File: config.mk
export PLATFORM = sky130hd
export DESIGN_NAME = nand_pf_engine
export DESIGN_NICKNAME = d
export VERILOG_FILES = /design/src/rtl/nand_pf_pkg.sv /design/src/rtl/nand_pf_fifo.sv /design/src/rtl/nand_pf_ctrl.sv /design/src/rtl/nand_pf_dma.sv /design/src/rtl/nand_pf_engine.sv
export SDC_FILE = /design/constraint.sdc
export NUM_CORES = 2
export LEC_CHECK = 0
export BUFFER_PORTS_ARGS = -buffer_cell sky130_fd_sc_hd__buf_2
export CAP_MARGIN = 20
export CORE_MARGIN = 4
export CORE_UTILIZATION = 57
export DETAILED_ROUTE_END_ITERATION = 16
export PLACE_DENSITY_LB_ADDON = 0.25
export SLEW_MARGIN = 20
export SYNTH_ARGS = -nofsm -noshare
export SYNTH_HDL_FRONTEND = slang
export SYNTH_SLANG_ARGS = --single-unit
File: constraint.sdc
create_clock -name clk_i -period 6.5 [get_ports clk_i]
set_input_delay 0.975 -clock clk_i [delete_from_list [all_inputs] [get_ports clk_i]]
set_output_delay 0.975 -clock clk_i [all_outputs]
set_load 0.05 [all_outputs]
File: src/rtl/nand_pf_pkg.sv
`timescale 1ns/1ps
package nand_pf_pkg;
  localparam int unsigned NPF_DEPTH    = 64;
  localparam int unsigned NPF_LEN_W    = 14;
  localparam int unsigned NPF_RD_BYTES = 4;
  localparam int unsigned NPF_WR_BYTES = 2;
  localparam int unsigned NPF_STAT_W   = 32;
  localparam int unsigned NPF_FILL_LSB = 24;

  typedef enum logic {
    XFER_RD = 1'b0,
    XFER_WR = 1'b1
  } xfer_dir_e;
endpackage

File: src/rtl/nand_pf_fifo.sv
`timescale 1ns/1ps
module nand_pf_fifo #(
  parameter int unsigned DEPTH   = 64,
  parameter int unsigned IN_MAX  = 2,
  parameter int unsigned OUT_MAX = 4,
  localparam int unsigned PTR_W  = $clog2(DEPTH),
  localparam int unsigned CNT_W  = PTR_W + 1,
  localparam int unsigned IN_CW  = $clog2(IN_MAX + 1),
  localparam int unsigned OUT_CW = $clog2(OUT_MAX + 1)
) (
  input  logic                   clk_i,
  input  logic                   rst_ni,
  input  logic                   clear_i,
  input  logic [IN_CW-1:0]       push_cnt_i,
  input  logic [8*IN_MAX-1:0]    push_data_i,
  input  logic [OUT_CW-1:0]      pop_cnt_i,
  output logic [8*OUT_MAX-1:0]   head_o,
  output logic [CNT_W-1:0]       count_o
);
  logic [7:0]       mem_q [DEPTH];
  logic [PTR_W-1:0] wr_ptr_q, rd_ptr_q;
  logic [CNT_W-1:0] count_q;

  // storage has no reset; only pointers carry state
  always_ff @(posedge clk_i) begin
    if (!clear_i) begin
      for (int i = 0; i < int'(IN_MAX); i++) begin
        if (IN_CW'(i) < push_cnt_i) mem_q[wr_ptr_q + PTR_W'(i)] <= push_data_i[8*i +: 8];
      end
    end
  end

  always_ff @(posedge clk_i or negedge rst_ni) begin
    if (!rst_ni) begin
      wr_ptr_q <= '0;
      rd_ptr_q <= '0;
      count_q  <= '0;
    end else if (clear_i) begin
      wr_ptr_q <= '0;
      rd_ptr_q <= '0;
      count_q  <= '0;
    end else begin
      wr_ptr_q <= wr_ptr_q + PTR_W'(push_cnt_i);
      rd_ptr_q <= rd_ptr_q + PTR_W'(pop_cnt_i);
      count_q  <= count_q + CNT_W'(push_cnt_i) - CNT_W'(pop_cnt_i);
    end
  end

  genvar g;
  generate
    for (g = 0; g < int'(OUT_MAX); g++) begin : g_head
      assign head_o[8*g +: 8] = mem_q[rd_ptr_q + PTR_W'(g)];
    end
  endgenerate

  assign count_o = count_q;

  p_no_overflow_r4 : assert property (@(posedge clk_i) disable iff (!rst_ni)
    count_q <= CNT_W'(DEPTH));
  p_no_underflow_r6 : assert property (@(posedge clk_i) disable iff (!rst_ni)
    CNT_W'(pop_cnt_i) <= count_q);
endmodule

File: src/rtl/nand_pf_ctrl.sv
`timescale 1ns/1ps
module nand_pf_ctrl import nand_pf_pkg::*; #(
  parameter int unsigned LEN_W = NPF_LEN_W
) (
  input  logic             clk_i,
  input  logic             rst_ni,
  input  logic             start_i,
  input  logic             start_dir_i,
  input  logic             start_dma_i,
  input  logic [LEN_W-1:0] start_len_i,
  input  logic             stop_i,
  input  logic             byte_done_i,
  output logic             active_o,
  output xfer_dir_e        dir_o,
  output logic             dma_en_o,
  output logic [LEN_W-1:0] remaining_o,
  output logic             start_busy_o
);
  logic             active_q, dma_en_q, busy_q;
  xfer_dir_e        dir_q;
  logic [LEN_W-1:0] rem_q;

  always_ff @(posedge clk_i or negedge rst_ni) begin
    if (!rst_ni) begin
      active_q <= 1'b0;
      dir_q    <= XFER_RD;
      dma_en_q <= 1'b0;
      rem_q    <= '0;
      busy_q   <= 1'b0;
    end else begin
      busy_q <= start_i && active_q;
      if (stop_i) begin
        active_q <= 1'b0;
        dir_q    <= XFER_RD;
        dma_en_q <= 1'b0;
        rem_q    <= '0;
      end else if (start_i && !active_q) begin
        active_q <= 1'b1;
        dir_q    <= xfer_dir_e'(start_dir_i);
        dma_en_q <= start_dma_i;
        rem_q    <= start_len_i;
      end else if (byte_done_i && rem_q != '0) begin
        rem_q <= rem_q - LEN_W'(1);
      end
    end
  end

  assign active_o     = active_q;
  assign dir_o        = dir_q;
  assign dma_en_o     = dma_en_q;
  assign remaining_o  = rem_q;
  assign start_busy_o = busy_q;

  p_refuse_holds_r3 : assert property (@(posedge clk_i) disable iff (!rst_ni)
    start_i && active_q && !stop_i |=> active_q && dir_q == $past(dir_q) && dma_en_q == $past(dma_en_q));
  p_rem_no_rise_r12 : assert property (@(posedge clk_i) disable iff (!rst_ni)
    active_q && !stop_i |=> rem_q <= $past(rem_q));
endmodule

File: src/rtl/nand_pf_dma.sv
`timescale 1ns/1ps
module nand_pf_dma import nand_pf_pkg::*; #(
  parameter int unsigned DEPTH = NPF_DEPTH,
  parameter int unsigned LEN_W = NPF_LEN_W,
  localparam int unsigned CNT_W = $clog2(DEPTH) + 1
) (
  input  logic             clk_i,
  input  logic             rst_ni,
  input  logic             active_i,
  input  logic             dma_en_i,
  input  xfer_dir_e        dir_i,
  input  logic [CNT_W-1:0] fill_i,
  input  logic [LEN_W-1:0] remaining_i,
  output logic             req_o
);
  logic frame_ok, frame_q;

  // a frame is ready: read side full, write side empty with a whole frame still owed
  always_comb begin
    frame_ok = 1'b0;
    if (active_i && dma_en_i) begin
      if (dir_i == XFER_RD) frame_ok = (fill_i == CNT_W'(DEPTH));
      else                  frame_ok = (fill_i == '0) && (remaining_i >= LEN_W'(DEPTH));
    end
  end

  always_ff @(posedge clk_i or negedge rst_ni) begin
    if (!rst_ni) frame_q <= 1'b0;
    else         frame_q <= frame_ok;
  end

  assign req_o = frame_ok && !frame_q;

  p_req_single_r10 : assert property (@(posedge clk_i) disable iff (!rst_ni)
    req_o |=> !req_o);
endmodule

File: src/rtl/nand_pf_engine.sv
`timescale 1ns/1ps
module nand_pf_engine import nand_pf_pkg::*; #(
  parameter int unsigned DEPTH    = NPF_DEPTH,
  parameter int unsigned LEN_W    = NPF_LEN_W,
  parameter int unsigned RD_BYTES = NPF_RD_BYTES,
  parameter int unsigned WR_BYTES = NPF_WR_BYTES
) (
  input  logic                    clk_i,
  input  logic                    rst_ni,
  input  logic                    start_i,
  input  logic                    start_dir_i,
  input  logic                    start_dma_i,
  input  logic [LEN_W-1:0]        start_len_i,
  input  logic                    stop_i,
  output logic                    start_busy_o,
  output logic [NPF_STAT_W-1:0]   status_o,
  output logic                    dma_req_o,
  input  logic                    host_rd_i,
  output logic [8*RD_BYTES-1:0]   host_rdata_o,
  input  logic                    host_wr_i,
  input  logic [8*WR_BYTES-1:0]   host_wdata_i,
  input  logic                    fl_rvalid_i,
  input  logic [7:0]              fl_rdata_i,
  output logic                    fl_rready_o,
  output logic                    fl_wvalid_o,
  output logic [7:0]              fl_wdata_o,
  input  logic                    fl_wready_i
);
  localparam int unsigned CNT_W  = $clog2(DEPTH) + 1;
  localparam int unsigned IN_CW  = $clog2(WR_BYTES + 1);
  localparam int unsigned OUT_CW = $clog2(RD_BYTES + 1);
  localparam int unsigned CMP_W  = ((LEN_W > CNT_W) ? LEN_W : CNT_W) + 1;
  localparam int unsigned PD_W   = 8 * WR_BYTES;

  logic             active;
  xfer_dir_e        dir;
  logic             dma_en;
  logic [LEN_W-1:0] remaining;
  logic [CNT_W-1:0] fill;
  logic [CNT_W-1:0] space;
  logic [8*RD_BYTES-1:0] head;
  logic             rd_mode, wr_mode;
  logic             rd_fire, wr_fire, host_pop, host_push;
  logic [IN_CW-1:0] push_cnt;
  logic [PD_W-1:0]  push_data;
  logic [OUT_CW-1:0] pop_cnt;

  nand_pf_ctrl #(.LEN_W(LEN_W)) u_ctrl (
    .clk_i        (clk_i),
    .rst_ni       (rst_ni),
    .start_i      (start_i),
    .start_dir_i  (start_dir_i),
    .start_dma_i  (start_dma_i),
    .start_len_i  (start_len_i),
    .stop_i       (stop_i),
    .byte_done_i  (rd_fire || wr_fire),
    .active_o     (active),
    .dir_o        (dir),
    .dma_en_o     (dma_en),
    .remaining_o  (remaining),
    .start_busy_o (start_busy_o)
  );

  assign rd_mode = active && (dir == XFER_RD);
  assign wr_mode = active && (dir == XFER_WR);
  assign space   = CNT_W'(DEPTH) - fill;

  // flash side
  assign fl_rready_o = rd_mode && (remaining != '0) && (fill < CNT_W'(DEPTH));
  assign rd_fire     = fl_rready_o && fl_rvalid_i;
  assign fl_wvalid_o = wr_mode && (fill != '0);
  assign fl_wdata_o  = head[7:0];
  assign wr_fire     = fl_wvalid_o && fl_wready_i;

  // host side
  assign host_pop  = rd_mode && host_rd_i && (fill >= CNT_W'(RD_BYTES));
  assign host_push = wr_mode && host_wr_i && (space >= CNT_W'(WR_BYTES)) &&
                     (CMP_W'(fill) + CMP_W'(WR_BYTES) <= CMP_W'(remaining));

  always_comb begin
    if (dir == XFER_RD) begin
      push_cnt  = rd_fire ? IN_CW'(1) : '0;
      push_data = PD_W'(fl_rdata_i);
      pop_cnt   = host_pop ? OUT_CW'(RD_BYTES) : '0;
    end else begin
      push_cnt  = host_push ? IN_CW'(WR_BYTES) : '0;
      push_data = host_wdata_i;
      pop_cnt   = wr_fire ? OUT_CW'(1) : '0;
    end
  end

  nand_pf_fifo #(.DEPTH(DEPTH), .IN_MAX(WR_BYTES), .OUT_MAX(RD_BYTES)) u_fifo (
    .clk_i       (clk_i),
    .rst_ni      (rst_ni),
    .clear_i     (stop_i),
    .push_cnt_i  (push_cnt),
    .push_data_i (push_data),
    .pop_cnt_i   (pop_cnt),
    .head_o      (head),
    .count_o     (fill)
  );

  nand_pf_dma #(.DEPTH(DEPTH), .LEN_W(LEN_W)) u_dma (
    .clk_i       (clk_i),
    .rst_ni      (rst_ni),
    .active_i    (active),
    .dma_en_i    (dma_en),
    .dir_i       (dir),
    .fill_i      (fill),
    .remaining_i (remaining),
    .req_o       (dma_req_o)
  );

  assign host_rdata_o = head;

  always_comb begin
    status_o = '0;
    status_o[NPF_FILL_LSB +: CNT_W] = (dir == XFER_WR) ? space : fill;
    status_o[LEN_W-1:0]             = remaining;
  end

  p_stop_clears_r11 : assert property (@(posedge clk_i) disable iff (!rst_ni)
    stop_i |=> status_o == '0);
  p_done_quiet_r12 : assert property (@(posedge clk_i) disable iff (!rst_ni)
    active && remaining == '0 |-> !fl_rready_o && !fl_wvalid_o);
  p_wr_fill_bound_r8 : assert property (@(posedge clk_i) disable iff (!rst_ni)
    wr_mode |-> CMP_W'(fill) <= CMP_W'(remaining));
endmodule

## After elaboration in Yosys (flattened, before gate mapping)

Memory sizes are Yosys's and may differ from the RTL's.
Index checks and enable logic that the tools add are counted.

- Logic and storage cells: 84
- Bits in writable memories: 512
- Output and inout bits: 76
- Memories: 1
- Bits of input ports: 48
- Register bits after elaboration: 38

Memory list:

| name | words | width | rd ports | clocked after Yosys merged registers in | write ports | line | source |
|---|---|---|---|---|---|---|---|
| u_fifo.mem_q | 64 | 8 | 4 | 0 | 2 | nand_pf_fifo.sv:20 | `logic [7:0] mem_q [DEPTH];` |

- Equality and inequality tests: 1
- Bitwise gates (word level): 1
- $lt $le $gt $ge: 7
- Muxes and demuxes: 28
- Reductions and logical operators: 26
- $add $sub $neg: 11

Operator list:

| operator | count |
|---|---|
| $mux W14 | 3 |
| $logic_and A1 B1 Y1 | 18 |
| $mux W1 | 16 |
| $mux W16 | 1 |
| $ge A14 B7 Y1 const B | 1 |
| $le A8 B14 Y1 | 1 |
| $mux W7 | 2 |
| $reduce_bool A14 Y1 | 1 |
| $sub A14 B1 Y14 const B | 1 |
| $add A6 B1 Y6 const B | 2 |
| $add A6 B2 Y6 const B | 2 |
| $mux W6 | 2 |
| $add A7 B2 Y8 const B | 1 |
| $add A7 B2 Y7 | 1 |
| $eq A7 B7 Y1 const B | 1 |
| $ge A7 B2 Y1 const B | 1 |
| $ge A7 B3 Y1 const B | 1 |
| $logic_not A7 Y1 | 1 |
| $lt A7 B7 Y1 const B | 1 |
| $reduce_bool A7 Y1 | 1 |
| $sub A7 B3 Y7 | 1 |
| $sub A7 B7 Y7 const A | 1 |
| $add A6 B2 Y6 | 1 |
| $add A6 B3 Y6 | 1 |
| other kinds (8) | 12 |

## Depth between registers and ports, before layout

- Depth after elaboration: 11
- Mapped depth: 19
- Mapped depth without buffers: 18

## Cells and area by module

A second synthesis with hierarchy kept.

- Cell total of the unflattened synthesis: 3,078
- Area, all modules: 42,998.7 um^2

Modules (own cells, without submodules):

| module | cells each | area each (um^2) | sequential area each (um^2) | times used |
|---|---|---|---|---|
| nand_pf_fifo | 2,808 | 40,876.7 | 15,850.2 | 1 |
| nand_pf_ctrl | 126 | 1,073.5 | 450.4 | 1 |
| nand_pf_engine | 133 | 954.7 | 0.0 | 1 |
| nand_pf_dma | 11 | 93.8 | 25.0 | 1 |

## Worst setup path before layout

No wires, ideal clock.

- Kind: register -> output
- Start point: register u_fifo.rd_ptr_q[0]
- End point: output host_rdata_o[28]
- Setup slack: 1,345 ps
- Data required time: 5,525 ps
- Stages on the path, launching flop included: 15
- Arrival: 4,180 ps
- Path buffers: 9
- Cell sequence: dfrtp_1 -> buf_4 -> buf_8 -> inv_1 -> buf_4 -> buf_2 -> buf_2 -> ha_1 -> buf_2 -> buf_2 -> buf_2 -> buf_2 -> mux4_1 -> mux4_2 -> a32oi_1

- Cells in the longest elaborated chain, start to end: 2

RTL lines:

| element | line | source |
|---|---|---|
| from (decl) | nand_pf_fifo.sv:21 | `logic [PTR_W-1:0] wr_ptr_q, rd_ptr_q;` |
| from (signal assigned) | nand_pf_fifo.sv:44 | `rd_ptr_q <= rd_ptr_q + PTR_W'(pop_cnt_i);` |
| $add A6 B2 Y6 | nand_pf_fifo.sv:52 | `assign head_o[8*g +: 8] = mem_q[rd_ptr_q + PTR_W'(g)];` |
| $mem_v2 Z64 W8 | - |  |
| to (decl) | nand_pf_engine.sv:19 | `output logic [8*RD_BYTES-1:0] host_rdata_o,` |

Every way passes these cells.

## Worst setup path in the final report

- Start point: register u_fifo.rd_ptr_q[1]
- End point: output host_rdata_o[27]

The elaborated chain is that of the path after synthesis.

==> impl_summary.log <==
INFO  metric run_status = complete, no violations
INFO  metric initial_core_utilization = 0.575
INFO  metric worst_slew_pin_slew = 1250 ps
INFO  metric worst_slew_margin_rel = 0.163
INFO  metric cts_max_level = 3
INFO  metric worstReg2RegStart = u_fifo.wr_ptr_q[0]
INFO  metric crit_path_max_fo = 48
INFO  metric finalSetupViolCount = 0
INFO  metric cts_buffers = 66
INFO  metric first_global_vias = 30,800
INFO  metric synth_cell_types = 73
INFO  metric arrival = 5050 ps
INFO  metric clk_transition_reported_paths = 60 ps
INFO  metric syn_inst = 3,058
INFO  metric drcViolationCount = 0
INFO  metric ys_ff_latch = 550
INFO  metric fill_cells = 5,457
INFO  metric dieArea = 78,000 um2
INFO  metric post_synth.cell_area_avg = 13.7 um2
INFO  metric critPathMaxStageDelay = 850 ps
INFO  metric via_count = 32,600
INFO  metric post_drt_wl_per_cell = 40.1 um
INFO  metric place_hpwl = approximately 110,000 um
INFO  metric slowest_stage = sky130_fd_sc_hd__xnor2_4
INFO  metric fin_setup_tns = 0 ps
INFO  metric placementRows = 99
INFO  metric core = 73,000 um2
INFO  metric yosys_warnings = 0
INFO  metric ys_seq_area_frac = 0.389
INFO  metric drive_gt1_frac = 0.304
INFO  metric num_io_pins = between 100 and 150
INFO  metric min-delay-path-class = in -> async
INFO  metric worst_skew_pair.late_latency = approximately 630 ps
INFO  metric number_of_antenna_violations_at_the_first_check_in_global_routing = 8
INFO  metric synthArstFlopShare = 0.0691
INFO  metric cap_viol_max_count = 0
INFO  metric globalRoute.totalOverflow = 0
INFO  metric rr_worst_depth = 7
INFO  metric grt_max_degree = 150
INFO  metric total_power = 10.4 mW
INFO  metric regToRegSetupSlack = 1370 ps
INFO  metric total_of_hold_buffers_inserted_after_clock_tree_synthesis = 0
INFO  metric detailedRoute.firstIterationViolations = 5,889
INFO  metric cts_resized = 0
INFO  metric numPortBuffers = 112
INFO  metric area_growth_syn_to_layout = 9.06%
INFO  metric fin_crit = between 6000 and 7000 ps
INFO  metric synth-edff-count = 512
INFO  metric cts_tree = done
INFO  metric post_cts_setup_inserts = 0
INFO  metric period_share = 0.927
INFO  metric timing.critical_path.from_type = flip-flop
INFO  metric final_net_count = 3,128
INFO  metric ratio_of_routed_vias_to_standard_cells = between 8 and 9
INFO  metric whs = roughly 510 ps
INFO  metric ctsLongestPathBuffers = 3
INFO  metric worst-setup-path-type = reg -> out
INFO  metric crit_required = 5520 ps
INFO  metric die_h = 279 um
INFO  metric placer_s_final_routability_congestion_estimate = 1.03
INFO  metric critPathCaptureType = output port
INFO  metric finClkSkew = 20.7 ps
INFO  metric timing.final.hold_violations = 0
INFO  metric grt_setup_unrepaired = no
INFO  metric power_density = about 230 nW/um2
INFO  metric timing.fmax = around 170 MHz
INFO  metric postRouteWirelength = 162,000 um
INFO  metric pre_antenna_drt_iters = 8
INFO  metric crit-reg2reg-capture = u_fifo.mem_q[34][7]
INFO  metric netlist_area = 41,900 um2
INFO  metric chipWidth = 279 um
INFO  metric worst_ir_drop_on_vdd = 0.287 mV
INFO  metric cell_breakdown_of_the_critical_path = inv_1, ha_4, xnor2_4, buf_12, mux4_2, mux2i_1, nand2_1, a2111oi_0, a21oi_1, buf_2
INFO  metric final_core_density = 0.627
INFO  metric clock-sinks = 550
INFO  metric ant_nets = 0
INFO  metric cts_root_buf = sky130_fd_sc_hd__clkbuf_16
INFO  metric p_leak = 17.4 nW
INFO  metric ys.flop_type = sky130_fd_sc_hd__edfxtp_1
INFO  metric grt_first_pass_wirelength = 230,000 um
INFO  metric maxSlewViolCount = 0
INFO  metric global_route.usage.total = 0.412
worst max-delay path: cells and delay by family, from the launching register on:
family / cells / cell delay [ps]
xor+xnor: 1 / 850
compound gates: 2 / 830
buf+inv: 3 / 850
mux: 2 / 800
flops: 1 / 650
fa+ha+maj: 1 / 220
simple gates: 1 / 150
flip-flops by register name (all words and copies together), names as in the netlist:
register	count
u_ctrl.active_o	1
u_fifo.count_o	7
u_dma.frame_q	1
u_ctrl.remaining_o	14
u_fifo.rd_ptr_q	6
u_ctrl.start_busy_o	1
u_fifo.wr_ptr_q	6
u_ctrl.dir_o	1
u_ctrl.dma_en_o	1
u_fifo.mem_q	512
logic make-up after synthesis:
group | after synthesis | share of synthesized area
muxes | 1154 | 0.432
and+or+nand+nor | 551 | 0.0588
DFF | 550 | 0.389
buffers and inverters | 378 | 0.0438
AOI/OAI and AO/OA | 340 | 0.0534
adders and majority gates | 43 | 0.0132
xor gates and xnor gates | 41 | 0.00928
other | 1 | 0.0000894
cells in the mapped netlist, types with 22 or more instances:
cell type | n | area (um2)
sky130_fd_sc_hd__nand3_1 | 46 | 230
sky130_fd_sc_hd__a21oi_1 | 45 | 225
sky130_fd_sc_hd__mux2i_1 | 620 | 6210
sky130_fd_sc_hd__and2_1 | 22 | 138
sky130_fd_sc_hd__buf_4 | 46 | 345
sky130_fd_sc_hd__o21ai_0 | 91 | 455
sky130_fd_sc_hd__mux4_2 | 522 | 11800
sky130_fd_sc_hd__inv_1 | 29 | 109
sky130_fd_sc_hd__nand2_1 | 292 | 1100
sky130_fd_sc_hd__nor2b_1 | 22 | 138
sky130_fd_sc_hd__nor3_1 | 26 | 130
sky130_fd_sc_hd__dfrtp_1 | 38 | 951
sky130_fd_sc_hd__a211oi_1 | 36 | 270
sky130_fd_sc_hd__nor2_1 | 73 | 274
sky130_fd_sc_hd__buf_2 | 98 | 490
sky130_fd_sc_hd__clkbuf_1 | 179 | 672
sky130_fd_sc_hd__edfxtp_1 | 512 | 15400
sky130_fd_sc_hd__a31oi_1 | 44 | 275
sky130_fd_sc_hd__ha_1 | 41 | 513
sky130_fd_sc_hd__xnor2_1 | 29 | 254
how the worst max path moves through the flow:
stage                  startpoint          endpoint  slack, ps  cells after the start
2_1_floorplan  u_fifo.rd_ptr_q[0]  host_rdata_o[28]       1350                     14
3_3_place_gp   u_fifo.rd_ptr_q[2]  host_rdata_o[26]       1200                      8
3_5_place_dp   u_fifo.rd_ptr_q[0]  host_rdata_o[24]       1330                      8
4_1_cts        u_fifo.rd_ptr_q[0]  host_rdata_o[24]        690                      8
5_1_grt        u_fifo.rd_ptr_q[0]  host_rdata_o[24]        350                      9
6_report       u_fifo.rd_ptr_q[1]  host_rdata_o[27]        480                     10
layout make-up:
class	instances	area (um2)	share of cell area
clock buffer	81	1770	0.0387
sequential	550	16300	0.357
inverter	31	116	0.00254
multi-input combinational	2140	24100	0.527
tap	959	1200	0.0262
clock inverter	34	435	0.00952
antenna	7	17.5	0.000383
timing repair buffer	248	1730	0.0379
routing by layer:
layer | track usage | vias to the layer above | part of all wire
met2 | 0.593 | 3007 | 0.43
met5 | 0 | - | 0.00034
li1 | - | 12400 | -
met1 | 0.548 | 16500 | 0.35
met3 | 0.137 | 637 | 0.14
met4 | 0.249 | 8 | 0.081
metrics by stage:
step                      instance area (um2)  cells  setup slack (ps)
after floorplan                         42000   3068              1350
after global placement                  43400   3920              1200
after detailed placement                43400   3921              1330
after CTS                               45700   4036               685
after global routing                    45700   4044               349
final                                   45700   4050               477
power by group:
part,switching [mW],internal (mW)
clock,1.60,2.34
combinational,1.58,0.852
sequential,0.103,3.94
total,3.28,7.13
layout by cell type, fill, tap and decap left out, types with 11 or more instances in the layout:
master / instances
sky130_fd_sc_hd__a211oi_1: 33
sky130_fd_sc_hd__a21oi_1: 45
sky130_fd_sc_hd__a31oi_1: 44
sky130_fd_sc_hd__a32oi_1: 15
sky130_fd_sc_hd__and2_1: 22
sky130_fd_sc_hd__and3_1: 14
sky130_fd_sc_hd__buf_2: 111
sky130_fd_sc_hd__buf_4: 124
sky130_fd_sc_hd__clkbuf_1: 12
sky130_fd_sc_hd__clkbuf_16: 69
sky130_fd_sc_hd__conb_1: 11
sky130_fd_sc_hd__dfrtp_1: 33
sky130_fd_sc_hd__edfxtp_1: 512
sky130_fd_sc_hd__ha_1: 39
sky130_fd_sc_hd__inv_1: 28
sky130_fd_sc_hd__mux2i_1: 612
sky130_fd_sc_hd__mux4_2: 522
sky130_fd_sc_hd__nand2_1: 284
sky130_fd_sc_hd__nand2_2: 13
sky130_fd_sc_hd__nand3_1: 46
sky130_fd_sc_hd__nand4_1: 14
sky130_fd_sc_hd__nor2_1: 72
sky130_fd_sc_hd__nor2b_1: 22
sky130_fd_sc_hd__nor3_1: 25
sky130_fd_sc_hd__o21ai_0: 69
sky130_fd_sc_hd__o21ai_1: 23
sky130_fd_sc_hd__o21bai_1: 11
sky130_fd_sc_hd__o22ai_1: 18
sky130_fd_sc_hd__xnor2_1: 22
(Power assumes the default switching activity.)
